File: config.mk
export PLATFORM = sky130hd
export DESIGN_NAME = ctm_matrix
export DESIGN_NICKNAME = d
export VERILOG_FILES = /design/src/rtl/ctm_pkg.sv /design/src/rtl/ctm_lock.sv /design/src/rtl/ctm_regs.sv /design/src/rtl/ctm_outlatch.sv /design/src/rtl/ctm_route.sv /design/src/rtl/ctm_matrix.sv
export SDC_FILE = /design/constraint.sdc
export NUM_CORES = 1
export LEC_CHECK = 0
export ABC_AREA = 1
export CORE_AREA = 2 2 112 114
export CTS_CLUSTER_SIZE = 40
export DETAILED_ROUTE_END_ITERATION = 6
export DIE_AREA = 0 0 114 116
export DONT_BUFFER_PORTS = 1
export PLACE_DENSITY = 0.55
export SYNTH_ARGS = -nofsm -noshare
export SYNTH_HDL_FRONTEND = slang
export SYNTH_SLANG_ARGS = --single-unit
File: constraint.sdc
create_clock -name clk -period 5.7 [get_ports clk]
set_input_delay 0.285 -clock clk [delete_from_list [all_inputs] [get_ports clk]]
set_output_delay 0.285 -clock clk [all_outputs]
set_load 0.05 [all_outputs]
File: src/rtl/ctm_pkg.sv
`timescale 1ns/1ps
package ctm_pkg;

    // Byte offsets of the register window
    localparam logic [11:0] OFS_CTRL   = 12'h000;
    localparam logic [11:0] OFS_ACK    = 12'h010;
    localparam logic [11:0] OFS_APSET  = 12'h014;
    localparam logic [11:0] OFS_APCLR  = 12'h018;
    localparam logic [11:0] OFS_APPUL  = 12'h01C;
    localparam logic [11:0] OFS_INEN   = 12'h020;
    localparam logic [11:0] OFS_OUTEN  = 12'h0A0;
    localparam logic [11:0] OFS_ST_TIN = 12'h130;
    localparam logic [11:0] OFS_ST_TOUT= 12'h134;
    localparam logic [11:0] OFS_ST_CIN = 12'h138;
    localparam logic [11:0] OFS_ST_COUT= 12'h13C;
    localparam logic [11:0] OFS_LOCK   = 12'hFB0;
    localparam logic [11:0] OFS_LSTAT  = 12'hFB4;

    localparam logic [31:0] UNLOCK_KEY = 32'hC5AC_CE55;

    typedef enum logic {
        LK_LOCKED = 1'b0,
        LK_OPEN   = 1'b1
    } lock_state_e;

    typedef enum logic {
        OL_IDLE  = 1'b0,
        OL_FIRED = 1'b1
    } latch_state_e;

endpackage

File: src/rtl/ctm_lock.sv
`timescale 1ns/1ps
module ctm_lock
    import ctm_pkg::*;
(
    input  logic        clk,
    input  logic        rst_n,
    input  logic        wr,
    input  logic [11:0] addr,
    input  logic [31:0] wdata,
    output logic        locked
);

    lock_state_e state_q, state_d;
    logic        lock_wr;

    assign lock_wr = wr && (addr == OFS_LOCK);

    // State register
    always_ff @(posedge clk or negedge rst_n) begin
        if (!rst_n) state_q <= LK_LOCKED;
        else        state_q <= state_d;
    end

    // Next state: UNLOCK and RELOCK transitions
    always_comb begin
        state_d = state_q;
        unique case (state_q)
            LK_LOCKED: if (lock_wr && wdata == UNLOCK_KEY) state_d = LK_OPEN;
            LK_OPEN:   if (lock_wr && wdata != UNLOCK_KEY) state_d = LK_LOCKED;
            default:   state_d = LK_LOCKED;
        endcase
    end

    // Outputs
    always_comb begin
        locked = (state_q != LK_OPEN);
    end

    assert_key_opens_R2: assert property (@(posedge clk) disable iff (!rst_n)
        (wr && addr == OFS_LOCK && wdata == UNLOCK_KEY) |=> !locked);

    assert_wrong_key_closes_R2: assert property (@(posedge clk) disable iff (!rst_n)
        (wr && addr == OFS_LOCK && wdata != UNLOCK_KEY) |=> locked);

endmodule

File: src/rtl/ctm_regs.sv
`timescale 1ns/1ps
module ctm_regs
    import ctm_pkg::*;
#(
    parameter int N_IN  = 8,
    parameter int N_OUT = 8,
    parameter int N_CH  = 4,
    parameter int DW    = 8
) (
    input  logic                           clk,
    input  logic                           rst_n,
    input  logic                           wr,
    input  logic [11:0]                    addr,
    input  logic [DW-1:0]                  wdata,
    input  logic                           locked,
    input  logic [N_IN-1:0]                st_trig_in,
    input  logic [N_OUT-1:0]               st_trig_out,
    input  logic [N_CH-1:0]                st_chan_in,
    input  logic [N_CH-1:0]                st_chan_out,
    output logic                           glb_en,
    output logic [N_IN-1:0][N_CH-1:0]      inen,
    output logic [N_OUT-1:0][N_CH-1:0]     outen,
    output logic [N_CH-1:0]                app_set,
    output logic [N_CH-1:0]                app_pulse,
    output logic [N_OUT-1:0]               ack,
    output logic [31:0]                    rdata
);

    logic                       wr_ok;
    logic                       en_q;
    logic [N_IN-1:0][N_CH-1:0]  inen_q;
    logic [N_OUT-1:0][N_CH-1:0] outen_q;
    logic [N_CH-1:0]            app_set_q;
    logic [N_CH-1:0]            pulse_q;
    logic                       pulse_wr;

    assign wr_ok    = wr && !locked;
    assign pulse_wr = wr_ok && (addr == OFS_APPUL);

    always_ff @(posedge clk or negedge rst_n) begin
        if (!rst_n) en_q <= 1'b0;
        else if (wr_ok && addr == OFS_CTRL) en_q <= wdata[0];
    end

    always_ff @(posedge clk or negedge rst_n) begin
        if (!rst_n) begin
            inen_q <= '0;
        end else begin
            for (int i = 0; i < N_IN; i++) begin
                if (wr_ok && addr == OFS_INEN + 12'(4*i)) inen_q[i] <= wdata[N_CH-1:0];
            end
        end
    end

    always_ff @(posedge clk or negedge rst_n) begin
        if (!rst_n) begin
            outen_q <= '0;
        end else begin
            for (int i = 0; i < N_OUT; i++) begin
                if (wr_ok && addr == OFS_OUTEN + 12'(4*i)) outen_q[i] <= wdata[N_CH-1:0];
            end
        end
    end

    always_ff @(posedge clk or negedge rst_n) begin
        if (!rst_n) app_set_q <= '0;
        else if (wr_ok && addr == OFS_APSET) app_set_q <= app_set_q | wdata[N_CH-1:0];
        else if (wr_ok && addr == OFS_APCLR) app_set_q <= app_set_q & ~wdata[N_CH-1:0];
    end

    // One-cycle channel pulse
    always_ff @(posedge clk or negedge rst_n) begin
        if (!rst_n)        pulse_q <= '0;
        else if (pulse_wr) pulse_q <= wdata[N_CH-1:0];
        else               pulse_q <= '0;
    end

    assign ack       = (wr_ok && addr == OFS_ACK) ? wdata[N_OUT-1:0] : '0;
    assign glb_en    = en_q;
    assign inen      = inen_q;
    assign outen     = outen_q;
    assign app_set   = app_set_q;
    assign app_pulse = pulse_q;

    // Read mux
    always_comb begin
        rdata = '0;
        case (addr)
            OFS_CTRL:    rdata[0]        = en_q;
            OFS_APSET:   rdata[N_CH-1:0] = app_set_q;
            OFS_ST_TIN:  rdata[N_IN-1:0] = st_trig_in;
            OFS_ST_TOUT: rdata[N_OUT-1:0]= st_trig_out;
            OFS_ST_CIN:  rdata[N_CH-1:0] = st_chan_in;
            OFS_ST_COUT: rdata[N_CH-1:0] = st_chan_out;
            OFS_LSTAT:   rdata[1:0]      = {locked, 1'b1};
            default:     rdata           = '0;
        endcase
        for (int i = 0; i < N_IN; i++) begin
            if (addr == OFS_INEN + 12'(4*i)) rdata[N_CH-1:0] = inen_q[i];
        end
        for (int i = 0; i < N_OUT; i++) begin
            if (addr == OFS_OUTEN + 12'(4*i)) rdata[N_CH-1:0] = outen_q[i];
        end
    end

    assert_locked_write_ignored_R3: assert property (@(posedge clk) disable iff (!rst_n)
        (wr && locked && addr != OFS_LOCK) |=>
            ($stable(en_q) && $stable(inen_q) && $stable(outen_q) && $stable(app_set_q) && pulse_q == '0));

    assert_pulse_single_cycle_R10: assert property (@(posedge clk) disable iff (!rst_n)
        (pulse_q != '0 && !pulse_wr) |=> (pulse_q == '0));

endmodule

File: src/rtl/ctm_outlatch.sv
`timescale 1ns/1ps
module ctm_outlatch
    import ctm_pkg::*;
(
    input  logic clk,
    input  logic rst_n,
    input  logic hit,
    input  logic ack,
    output logic fired
);

    latch_state_e state_q, state_d;

    always_ff @(posedge clk or negedge rst_n) begin
        if (!rst_n) state_q <= OL_IDLE;
        else        state_q <= state_d;
    end

    // CAPTURE and ACK_CLEAR transitions; acknowledge wins a tie
    always_comb begin
        state_d = state_q;
        unique case (state_q)
            OL_IDLE:  if (hit && !ack) state_d = OL_FIRED;
            OL_FIRED: if (ack)         state_d = OL_IDLE;
            default:  state_d = OL_IDLE;
        endcase
    end

    always_comb begin
        fired = (state_q == OL_FIRED);
    end

    assert_ack_clears_R6: assert property (@(posedge clk) disable iff (!rst_n)
        ack |=> !fired);

    assert_hit_captures_R5: assert property (@(posedge clk) disable iff (!rst_n)
        (hit && !ack) |=> fired);

endmodule

File: src/rtl/ctm_route.sv
`timescale 1ns/1ps
module ctm_route #(
    parameter int N_IN  = 8,
    parameter int N_OUT = 8,
    parameter int N_CH  = 4
) (
    input  logic                       clk,
    input  logic                       rst_n,
    input  logic [N_IN-1:0]            trig_in,
    input  logic [N_IN-1:0][N_CH-1:0]  inen,
    input  logic [N_OUT-1:0][N_CH-1:0] outen,
    input  logic [N_CH-1:0]            app_set,
    input  logic [N_CH-1:0]            app_pulse,
    input  logic                       glb_en,
    input  logic [N_OUT-1:0]           ack,
    output logic [N_CH-1:0]            chan_in,
    output logic [N_CH-1:0]            chan_out,
    output logic [N_OUT-1:0]           trig_out
);

    logic [N_OUT-1:0] hit;
    logic [N_OUT-1:0] fired;

    // Gather inputs onto channels
    always_comb begin
        chan_in = '0;
        for (int c = 0; c < N_CH; c++) begin
            for (int n = 0; n < N_IN; n++) begin
                chan_in[c] = chan_in[c] | (trig_in[n] & inen[n][c]);
            end
        end
    end

    assign chan_out = glb_en ? (chan_in | app_set | app_pulse) : '0;

    // Fan channels out to outputs
    always_comb begin
        for (int m = 0; m < N_OUT; m++) begin
            hit[m] = |(chan_out & outen[m]);
        end
    end

    for (genvar m = 0; m < N_OUT; m++) begin : g_out
        ctm_outlatch u_latch (
            .clk   (clk),
            .rst_n (rst_n),
            .hit   (hit[m]),
            .ack   (ack[m]),
            .fired (fired[m])
        );
    end

    assign trig_out = glb_en ? fired : '0;

    assert_disabled_no_capture_R8: assert property (@(posedge clk) disable iff (!rst_n)
        (!glb_en && fired == '0) |=> (fired == '0));

endmodule

File: src/rtl/ctm_matrix.sv
`timescale 1ns/1ps
module ctm_matrix #(
    parameter int N_TRIG_IN  = 8,
    parameter int N_TRIG_OUT = 8,
    parameter int N_CHAN     = 4
) (
    input  logic                  clk,
    input  logic                  rst_n,
    input  logic                  reg_wr,
    input  logic [11:0]           reg_addr,
    input  logic [31:0]           reg_wdata,
    output logic [31:0]           reg_rdata,
    input  logic [N_TRIG_IN-1:0]  trig_in,
    output logic [N_TRIG_OUT-1:0] trig_out
);

    localparam int DW = (N_TRIG_OUT > N_CHAN) ? N_TRIG_OUT : N_CHAN;

    logic                             locked;
    logic                             glb_en;
    logic [N_TRIG_IN-1:0][N_CHAN-1:0] inen;
    logic [N_TRIG_OUT-1:0][N_CHAN-1:0] outen;
    logic [N_CHAN-1:0]                app_set;
    logic [N_CHAN-1:0]                app_pulse;
    logic [N_TRIG_OUT-1:0]            ack;
    logic [N_CHAN-1:0]                chan_in;
    logic [N_CHAN-1:0]                chan_out;

    ctm_lock u_lock (
        .clk    (clk),
        .rst_n  (rst_n),
        .wr     (reg_wr),
        .addr   (reg_addr),
        .wdata  (reg_wdata),
        .locked (locked)
    );

    ctm_regs #(
        .N_IN  (N_TRIG_IN),
        .N_OUT (N_TRIG_OUT),
        .N_CH  (N_CHAN),
        .DW    (DW)
    ) u_regs (
        .clk         (clk),
        .rst_n       (rst_n),
        .wr          (reg_wr),
        .addr        (reg_addr),
        .wdata       (reg_wdata[DW-1:0]),
        .locked      (locked),
        .st_trig_in  (trig_in),
        .st_trig_out (trig_out),
        .st_chan_in  (chan_in),
        .st_chan_out (chan_out),
        .glb_en      (glb_en),
        .inen        (inen),
        .outen       (outen),
        .app_set     (app_set),
        .app_pulse   (app_pulse),
        .ack         (ack),
        .rdata       (reg_rdata)
    );

    ctm_route #(
        .N_IN  (N_TRIG_IN),
        .N_OUT (N_TRIG_OUT),
        .N_CH  (N_CHAN)
    ) u_route (
        .clk       (clk),
        .rst_n     (rst_n),
        .trig_in   (trig_in),
        .inen      (inen),
        .outen     (outen),
        .app_set   (app_set),
        .app_pulse (app_pulse),
        .glb_en    (glb_en),
        .ack       (ack),
        .chan_in   (chan_in),
        .chan_out  (chan_out),
        .trig_out  (trig_out)
    );

endmodule

Word-level counts from Yosys, hierarchy flattened --
Cells that the tools add are included.
Storage, ports and cells: register bits after elaboration 82, bits of input ports 55, output and inout port bits 40, word-level logic and storage cells 242
Operators by class: eq/ne operators 28, multiplexer cells 53, bitwise gates (word level) 82, reduce and logical (&&, ||, !) cells 51
Operators with widths (count):
- 12-bit by 6-bit == test with 1-bit output, second input constant | 8
- 12-bit by 8-bit == test with 1-bit output, second input constant | 8
- 4-bit two-way mux | 20
- 12-bit by 5-bit == test with 1-bit output, second input constant | 4
- 12-bit by 9-bit == test with 1-bit output, second input constant | 4
- 4-bit bitwise AND | 9
- 1-bit logical AND | 33
- 1-bit bitwise AND | 32
- 32-bit == test, second input constant | 1
- 32-bit inequality test, second input constant | 1
- 4-bit OR reduction | 8
- 1-bit OR | 28
- 12-bit == test, second input constant | 2
- 1-bit two-way mux | 18
- 1-bit one-hot mux with 2 select lines | 9
- 8-bit two-way mux | 2
- 12-bit zero test | 1
- 4-bit OR | 3
- 2-bit one-hot mux with 5 select lines | 1
- 1-bit inverter | 9
- 1-bit zero test | 8
- 4-bit one-hot mux with 2 select lines | 1
- 1-bit one-hot mux with 7 select lines | 1
- 1-bit one-hot mux with 6 select lines | 1
- other kinds (2) | 2

Depth between registers and ports, before layout --
Gate-level depths: netlist (run 1).
depth in word-level cells 28, gate-level depth with buffers 25, mapped depth without buffers 25

By module --
A second synthesis (run 1) with hierarchy kept.
Second synthesis, totals: cell total of the unflattened synthesis 812, area, all modules 5467.7 um^2
By module, submodules not included:
- ctm_regs | instances 1, cells each 556, area each 4170.2 um^2, sequential area each 1826.8 um^2
- ctm_route | instances 1, cells each 169, area each 767.0 um^2, sequential area each 0.0 um^2
- ctm_lock | instances 1, cells each 63, area each 270.3 um^2, sequential area each 25.0 um^2
- ctm_outlatch | instances 8, cells each 3, area each 32.5 um^2, sequential area each 25.0 um^2

Worst setup path after synthesis (run 1) --
Ideal clock, no wire load.
kind input to output, start point in reg_addr[1], end point out reg_rdata[0], arrival 2.268 ns, required time 5.415 ns, slack 3.147 ns, stages 25, buffers on the path 0, path through nor2_2 > inv_2 > nor3_4 > inv_2 > nor2_8 > inv_2 > nor2_4 > nand2_1 > nand2_1 > inv_1 > nand2_1 > nand2_1 > nand3_1 > nand2_1 > nand2_1 > nand2_1 > nand2_1 > nand2_1 > nand2_1 > nand2_1 > nand2_1 > nand2_1 > nand2_1 > nand2_1 > a21oi_2
Between the ends: longest elaborated chain between the ends 18, elaborated cells on any way between the ends 40, classes of those cells 22 x eq/ne; 17 x mux; 1 x reduce/logical
RTL lines:
- from (decl) | line ctm_matrix.sv:10 | input logic [11:0] reg_addr,
- 12-bit == test (tied with other cells) | line ctm_regs.sv:88 | case (addr)
- 1-bit one-hot mux with 7 select lines | line ctm_regs.sv:88
- 4-bit two-way mux (8 in series) | line ctm_regs.sv:99 | if (addr == OFS_INEN + 12'(4*i)) rdata[N_CH-1:0] = inen_q[i];
- 4-bit two-way mux (7 in series) | line ctm_regs.sv:102 | if (addr == OFS_OUTEN + 12'(4*i)) rdata[N_CH-1:0] = outen_q[i];
- 4-bit two-way mux (*) | line ctm_regs.sv:102
- to (decl) | line ctm_matrix.sv:12 | output logic [31:0] reg_rdata,
Every way passes the cells marked *; elsewhere a longest branch is shown, timed or not.

Worst setup path in the final report (run 1) --
start point reg u_regs.en_q (netlist: u_regs.glb_en), end point out reg_rdata[0]
Between the ends: longest elaborated chain between the ends 18, elaborated cells on any way between the ends 19, classes of those cells 19 x mux
RTL lines:
- from (decl) | line ctm_regs.sv:30 | logic en_q;
- from (signal assigned) | line ctm_regs.sv:42 | else if (wr_ok && addr == OFS_CTRL) en_q <= wdata[0];
- 8-bit two-way mux | line ctm_route.sv:53 | assign trig_out = glb_en ? fired : '0;
- named net trig_out[0] | line ctm_matrix.sv:14 | output logic [N_TRIG_OUT-1:0] trig_out
- 1-bit one-hot mux with 7 select lines | line ctm_regs.sv:88
- 4-bit two-way mux (8 in series) | line ctm_regs.sv:99
- 4-bit two-way mux (8 in series) | line ctm_regs.sv:102
The timed path passes the listed nets, and every way through them passes these cells.

==> impl_metrics.env, run 1 <==
export IMPL_synth_warnings=0
export IMPL_critPathTopFamily="simple AND/OR/NAND/NOR gates"
export IMPL_max_slew_worst_pin_slew_ns=1.06
export IMPL_viasPerCell=5.46
export IMPL_yosysSeqAreaShare_pct=40.7
export IMPL_path_common_cell="nand2_1"
export IMPL_yosysTopAreaCellShare_pct=40.7
export IMPL_worst_path_max_fanout=14
export IMPL_grt_max_degree=83
export IMPL_drt_initial_drc_count=496
export IMPL_yosysUniqueCellTypes=35
export IMPL_ys_flop_type="dfrtp_1"
export IMPL_die_h_um=116
export IMPL_gr_total_overflow=0
export IMPL_power_switching_w=0.000306
export IMPL_ys_async_sr_fraction_pct=100
export IMPL_cap_viol_max_count=0
export IMPL_hold_end="u_route.g_out[5].u_latch.fired"
export IMPL_postSynthAreaPerCell_um2=6.93
export IMPL_drv_slew=0
export IMPL_io_pins=95
export IMPL_cp_start_kind="flop"
export IMPL_route_met2_wl_um=7400
export IMPL_die_w_um=114
export IMPL_critPathBufInv=1
export IMPL_switching_share_pct=23.8
export IMPL_rows=40
export IMPL_routed_wl_um=16800
export IMPL_power_leakage_nw=2.63
export IMPL_hold_worst_slack_ns=0.0117
export IMPL_p_per_area_nw_per_um2=236
export IMPL_hpwl_um=12700
export IMPL_min_path_type="primary input to flop"
export IMPL_ff2ff_setup_slack_ns=3.52
export IMPL_final_common_cell="nand2_1"
export IMPL_drive_above_1_share_pct=6.67
export IMPL_ir_drop_uv=141
export IMPL_grt_pass1_wl_um=26000
export IMPL_whs_path_depth=1
export IMPL_cpMaxStageDelayCell="dfrtp_1"
export IMPL_area_delta_synth_final_pct=8.17
export IMPL_crit_type="flop to primary output"
export IMPL_highest_layer="met4"
export IMPL_h_tree_depth=3
export IMPL_cts_root_buffer="clkbuf_16"
export IMPL_tns_ns=0
export IMPL_cts_clk_slew_worst_paths_ns=0.06
export IMPL_power_frac_seq_pct=45.4
export IMPL_slowest_delay_ns=0.68
export IMPL_holdBufCountCts=2
export IMPL_end_kind="primary output"
export IMPL_vias=4815
export IMPL_intPower_w=0.000978
export IMPL_post_cts_setup_buffers=0
export IMPL_syn_inst=727
export IMPL_min_delay_start="reg_wdata[5]"
export IMPL_cts_resized=0
export IMPL_grt_pass1_vias=4553
export IMPL_dieArea_um2=13200
export IMPL_ant_nets=0
export IMPL_cp_cell_sequence="nand2_1, inv_1, nand3_1, nand2_1, nor2_1, nand3b_1, nand3_1, nand2_1, nand2_1, nand3_1, nand2_1, nand2_1, nand2_1, nand2_1, nand2_1, nand2_1, nand2_1, nand2_1, nand2_1, nand2_1, nand2_1, a21oi_2"
export IMPL_clock_latency_ns=0.35
export IMPL_core_area_um2=11900
export IMPL_first_pass_iters=7
export IMPL_final_cell_mix="nand2_1, o21ai_0, inv_1, dfrtp_1, nor2_1"
export IMPL_grt_use_total_pct=26.7
export IMPL_finalHoldViolations=0
export IMPL_synth_seq_cells=82
export IMPL_period_minus_slack_ns=3.83
export IMPL_synthTopCellsByArea="dfrtp_1, nand2_1, o21ai_0"
export IMPL_wl_met3_um=1380
export IMPL_arrival_ns=3.54
export IMPL_start_util_pct=42.3
export IMPL_synth_edff_count=0
export IMPL_gp_congestion=0.929
export IMPL_clock_sinks=82
export IMPL_io_buffers=0
export IMPL_grt_antenna_before_repair=0
export IMPL_layout_nets=785
export IMPL_worstRegToRegCells=9
export IMPL_antenna_cells=0
export IMPL_drc=0
export IMPL_clkPwrFrac_pct=48.3
export IMPL_rsz0062_at_grt="false"
export IMPL_clk_path_buf_depth=2
export IMPL_fin_crit_sh_pct=67.1
export IMPL_timing_rr_end="u_route.g_out[1].u_latch.fired"
export IMPL_cts_tree="done"
export IMPL_fmax_mhz=261
export IMPL_final_setup_viol_count=0
export IMPL_cts_buffers=9
export IMPL_met1Wirelength_um=7810
export IMPL_utilization_pct=45.7
export IMPL_synth_area_um2=5040
export IMPL_cp_required_ns=5.41
export IMPL_share_comb_of_total_power_pct=6.3
export IMPL_clock_skew_ns=0.00324
export IMPL_wl_per_cell_um=19.1
export IMPL_slew_headroom_pct=30.5
export IMPL_r2r_start="u_regs.inen[19]"
export IMPL_synth_top_area_cell="dfrtp_1"
export IMPL_outcome="finished clean"
==> worst max-delay path by stage <==
stage | from | end | cells after the start
after CTS | u_regs.glb_en | reg_rdata[0] | 22
after floorplan | reg_addr[1] | reg_rdata[0] | 25
final | u_regs.glb_en | reg_rdata[0] | 22
after global placement | u_regs.glb_en | reg_rdata[0] | 22
after global routing | u_regs.glb_en | reg_rdata[0] | 22
after detailed placement | u_regs.glb_en | reg_rdata[0] | 22
==> flip-flops by register name, summed over array words and instances, names as in the netlist, named ones only <==
| signal | count |
|---|---|
| u_regs.glb_en | 1 |
| u_regs.outen | 32 |
| u_route.g_out.u_latch.fired | 8 |
| u_regs.inen | 32 |
| u_regs.app_pulse | 4 |
==> cell usage after synthesis, drive strengths merged, types with 4 or more instances <==
cell / number
o21ai: 88
and2: 4
nand3: 29
a221oi: 4
a211oi: 6
buf: 24
clkbuf: 9
inv: 91
nand2: 253
nor2: 66
nor3: 16
a21oi: 14
nand4: 16
nor4: 6
a22o: 4
dfrtp: 82
==> power groups by stage <==
stage | combinational, W | sequential, W | clock [W]
finish | 0.0000813 | 0.000582 | 0.000620
global placement | 0.0000666 | 0.000593 | 0
global route | 0.0000883 | 0.000582 | 0.000657
detailed placement | 0.0000669 | 0.000593 | 0
CTS | 0.0000819 | 0.000582 | 0.000629
floorplan | 0.0000698 | 0.000593 | 0
==> routing by layer <==
layer,vias to the layer above,GRT usage [%]
li1,2303,-
met1,2266,37.5
met2,222,41.7
met3,24,6.01
met4,0,7.40
met5,-,0
==> worst reg2reg max path, stage by stage, from the launching register on <==
cell and delay (ns):
dfrtp_1 0.39, nand2_1 0.09, nand4_1 0.21, nor2_1 0.16, nand2_1 0.06, nand2_1 0.06
clkinv_1 0.32, a22o_1 0.35, a221oi_1 0.27, a22oi_1 0.12
==> final cells by class <==
| type | instances | area [um2] |
|---|---|---|
| Inverter | 92 | 345 |
| Clock buffer | 15 | 288 |
| Fill cell | 1245 | 6460 |
| Sequential cell | 82 | 2050 |
| Multi-Input combinational cell | 543 | 2510 |
| Timing Repair Buffer | 2 | 37.5 |
| Tap cell | 147 | 184 |
| Clock inverter | 1 | 30.0 |
==> logic make-up (layout without fill, tap and decap cells) <==
kind of cell / after synthesis / in the layout / synth area share (%)
and+or+nand+nor: 398 / 398 / 34.9
buffers and inverters: 125 / 110 / 11.1
AOI/OAI and AO/OA: 121 / 121 / 13.2
DFF: 82 / 82 / 40.7
other: 1 / 24 / 0.0744
==> through the flow <==
| step | total power [W] | cells | area (um2) | worst slack, ns |
|---|---|---|---|---|
| final | 0.00128 | 882 | 5450 | 1.87 |
| after global routing | 0.00133 | 882 | 5450 | 1.63 |
| after CTS | 0.00129 | 882 | 5450 | 1.88 |
| after detailed placement | 0.000660 | 864 | 5090 | 2.26 |
| after global placement | 0.000659 | 864 | 5090 | 2.25 |
| after floorplan | 0.000663 | 750 | 5120 | 3.15 |
Note: power is estimated with default switching activity, not from simulation.
==> inputs of run 2 (changes only) <==
Clock period 5.7 ns to 3.93 ns, I/O delays scaled along.
==> run 2 against run 1 <==
Utilization rose by 0.76 points. Setup slack got worse by 1.4 ns. Sequential power rose by 45%. Combinational power rose by 54%. Clock power rose by 49%. Sequential share of layout area fell by 0.61 points.
==> impl_metrics.env, run 2 (synthesis results as in run 1) <==
export IMPL_clock_skew_ns=0.00691
export IMPL_clkPwrFrac_pct=48.7
export IMPL_switching_share_pct=24.2
export IMPL_cts_clk_slew_worst_paths_ns=0.06
export IMPL_vias=4819
export IMPL_io_buffers=0
export IMPL_final_cell_mix="nand2_1, o21ai_0, inv_1, dfrtp_1, nor2_1"
export IMPL_rsz0062_at_grt="false"
export IMPL_power_frac_seq_pct=44.7
export IMPL_wl_per_cell_um=18.8
export IMPL_fin_crit_sh_pct=89.1
export IMPL_power_leakage_nw=2.66
export IMPL_min_delay_start="reg_wr"
export IMPL_pre_cts_ws_ns=0.654
export IMPL_ant_nets=0
export IMPL_fin_ws_ns=0.428
export IMPL_gp_congestion=0.984
export IMPL_drt_initial_drc_count=480
export IMPL_start_util_pct=42.3
export IMPL_drc=0
export IMPL_h_tree_depth=3
export IMPL_arrival_ns=3.31
export IMPL_drv_slew=0
export IMPL_first_pass_iters=5
export IMPL_cp_start_kind="flop"
export IMPL_final_common_cell="nand2_1"
export IMPL_die_h_um=116
export IMPL_p_per_area_nw_per_um2=341
export IMPL_power_switching_w=0.000457
export IMPL_stdcell_area_um2=5540
export IMPL_period_minus_slack_ns=3.50
export IMPL_ir_drop_uv=188
export IMPL_rows=40
export IMPL_intPower_w=0.00143
export IMPL_clk_path_buf_depth=2
export IMPL_max_slew_worst_pin_slew_ns=1.07
export IMPL_cts_root_buffer="clkbuf_16"
export IMPL_fill_cells=1243
export IMPL_finalHoldViolations=0
export IMPL_routed_wl_um=16800
export IMPL_fmax_mhz=286
export IMPL_grt_use_total_pct=26.6
export IMPL_die_w_um=114
export IMPL_area_delta_synth_final_pct=9.96
export IMPL_drive_above_1_share_pct=6.73
export IMPL_placed_area_um2=5090
export IMPL_grt_max_degree=83
export IMPL_worst_path_max_fanout=14
export IMPL_outcome="finished clean"
export IMPL_min_path_type="primary input to flop"
export IMPL_layout_nets=793
export IMPL_dieArea_um2=13200
export IMPL_end_kind="primary output"
export IMPL_grt_antenna_before_repair=0
export IMPL_io_pins=95
export IMPL_critPathLaunch="u_regs.glb_en"
export IMPL_grt_pass1_wl_um=26100
export IMPL_cap_viol_max_count=0
export IMPL_grt_pass1_vias=4625
export IMPL_viasPerCell=5.41
export IMPL_share_comb_of_total_power_pct=6.6
export IMPL_final_setup_viol_count=0
export IMPL_clock_latency_ns=0.35
export IMPL_hpwl_um=12500
export IMPL_tns_ns=0
export IMPL_cts_tree="done"
export IMPL_core_area_um2=11900
export IMPL_slew_headroom_pct=30.0
export IMPL_crit_type="flop to primary output"
export IMPL_antenna_cells=0
export IMPL_cts_buffers=9
export IMPL_clock_sinks=82
export IMPL_gr_total_overflow=0
export IMPL_cp_required_ns=3.73
export IMPL_r2r_start="u_regs.inen[27]"
run 2: changes by cell type in the layout (fill, tap and decap cells not counted), sizes merged:
cell,before,now
clkinvlp,0,1
dlygate4sd3,1,9
clkinv,1,3
bufinv,1,2
clkbuf,15,11
run 2: worst max-delay path, stage by stage (launching register included):
cell	delay (ns)
dfrtp_1	0.67
nand2_1	0.09
inv_1	0.40
nand3_1	0.14
nand2_1	0.08
nor2_1	0.06
nand3b_1	0.08
nand3_1	0.10
nand2_1	0.07
nand2_1	0.06
nand3_1	0.11
nand2_1	0.08
nand2_1	0.08
nand2_1	0.05
nand2_1	0.05
nand2_1	0.10
nand2_1	0.08
nand2_1	0.05
nand2_1	0.07
nand2_1	0.06
nand2_1	0.06
nand2_1	0.09
a21oi_4	0.35
run 2: per-stage QoR:
stage | hold WS [ns] | std cells | util [%] | total power (W)
after global routing | 0.110 | 890 | 46.5 | 0.00195
after floorplan | -0.0991 | 750 | - | 0.000961
after CTS | 0.0721 | 890 | 46.4 | 0.00191
after global placement | -0.0957 | 864 | 42.8 | 0.000956
after detailed placement | -0.0965 | 864 | 42.8 | 0.000957
final | 0.0735 | 890 | 46.5 | 0.00189
run 2: path summary, 6_finish.rpt:
path / cells after the start / to / slack [ns]
max: 22 / reg_rdata[0] / 0.43
min: 2 / flop / 0.07
max reg2reg: 9 / u_route.g_out[1].u_latch.fired / 1.84
min reg2reg: 2 / u_regs.outen[18] / 0.50
max in group asynchronous: 2 / u_regs.outen[27] / 3.18
min in group asynchronous: 2 / u_regs.inen[2] / 0.44
run 2: metal layers:
layer / GRT usage [%] / vias up / share of wire (%)
met3: 5.07 / 29 / 8.6
met1: 37.5 / 2228 / 46
li1: - / 2317 / -
met2: 40.6 / 245 / 43
met5: 0 / - / 0
met4: 10.5 / 0 / 2.4
run 2: final cells by class:
cell class	count	area, um2	area share, %
multi-input combinational	543	2520	45.5
sequential	82	2050	37.0
inverter	92	345	6.23
clock buffer	11	243	4.38
tap	147	184	3.32
timing repair buffer	10	118	2.12
clock inverter	5	77.6	1.40
run 2: power by group through the flow:
stage                     Clock [W]  Sequential [W]  Combinational [W]
after floorplan                   0        0.000860           0.000101
after global placement            0        0.000860          0.0000967
after detailed placement          0        0.000860          0.0000968
after CTS                  0.000935        0.000844           0.000126
after global routing       0.000974        0.000843           0.000135
final                      0.000921        0.000844           0.000125
run 2: timing repair:
action	CTS	global route
setup endpoints to repair	0	1
setup buffers	0	0
hold buffers	10	0
gates resized for setup	0	1
endpoints found under the hold margin	90	0
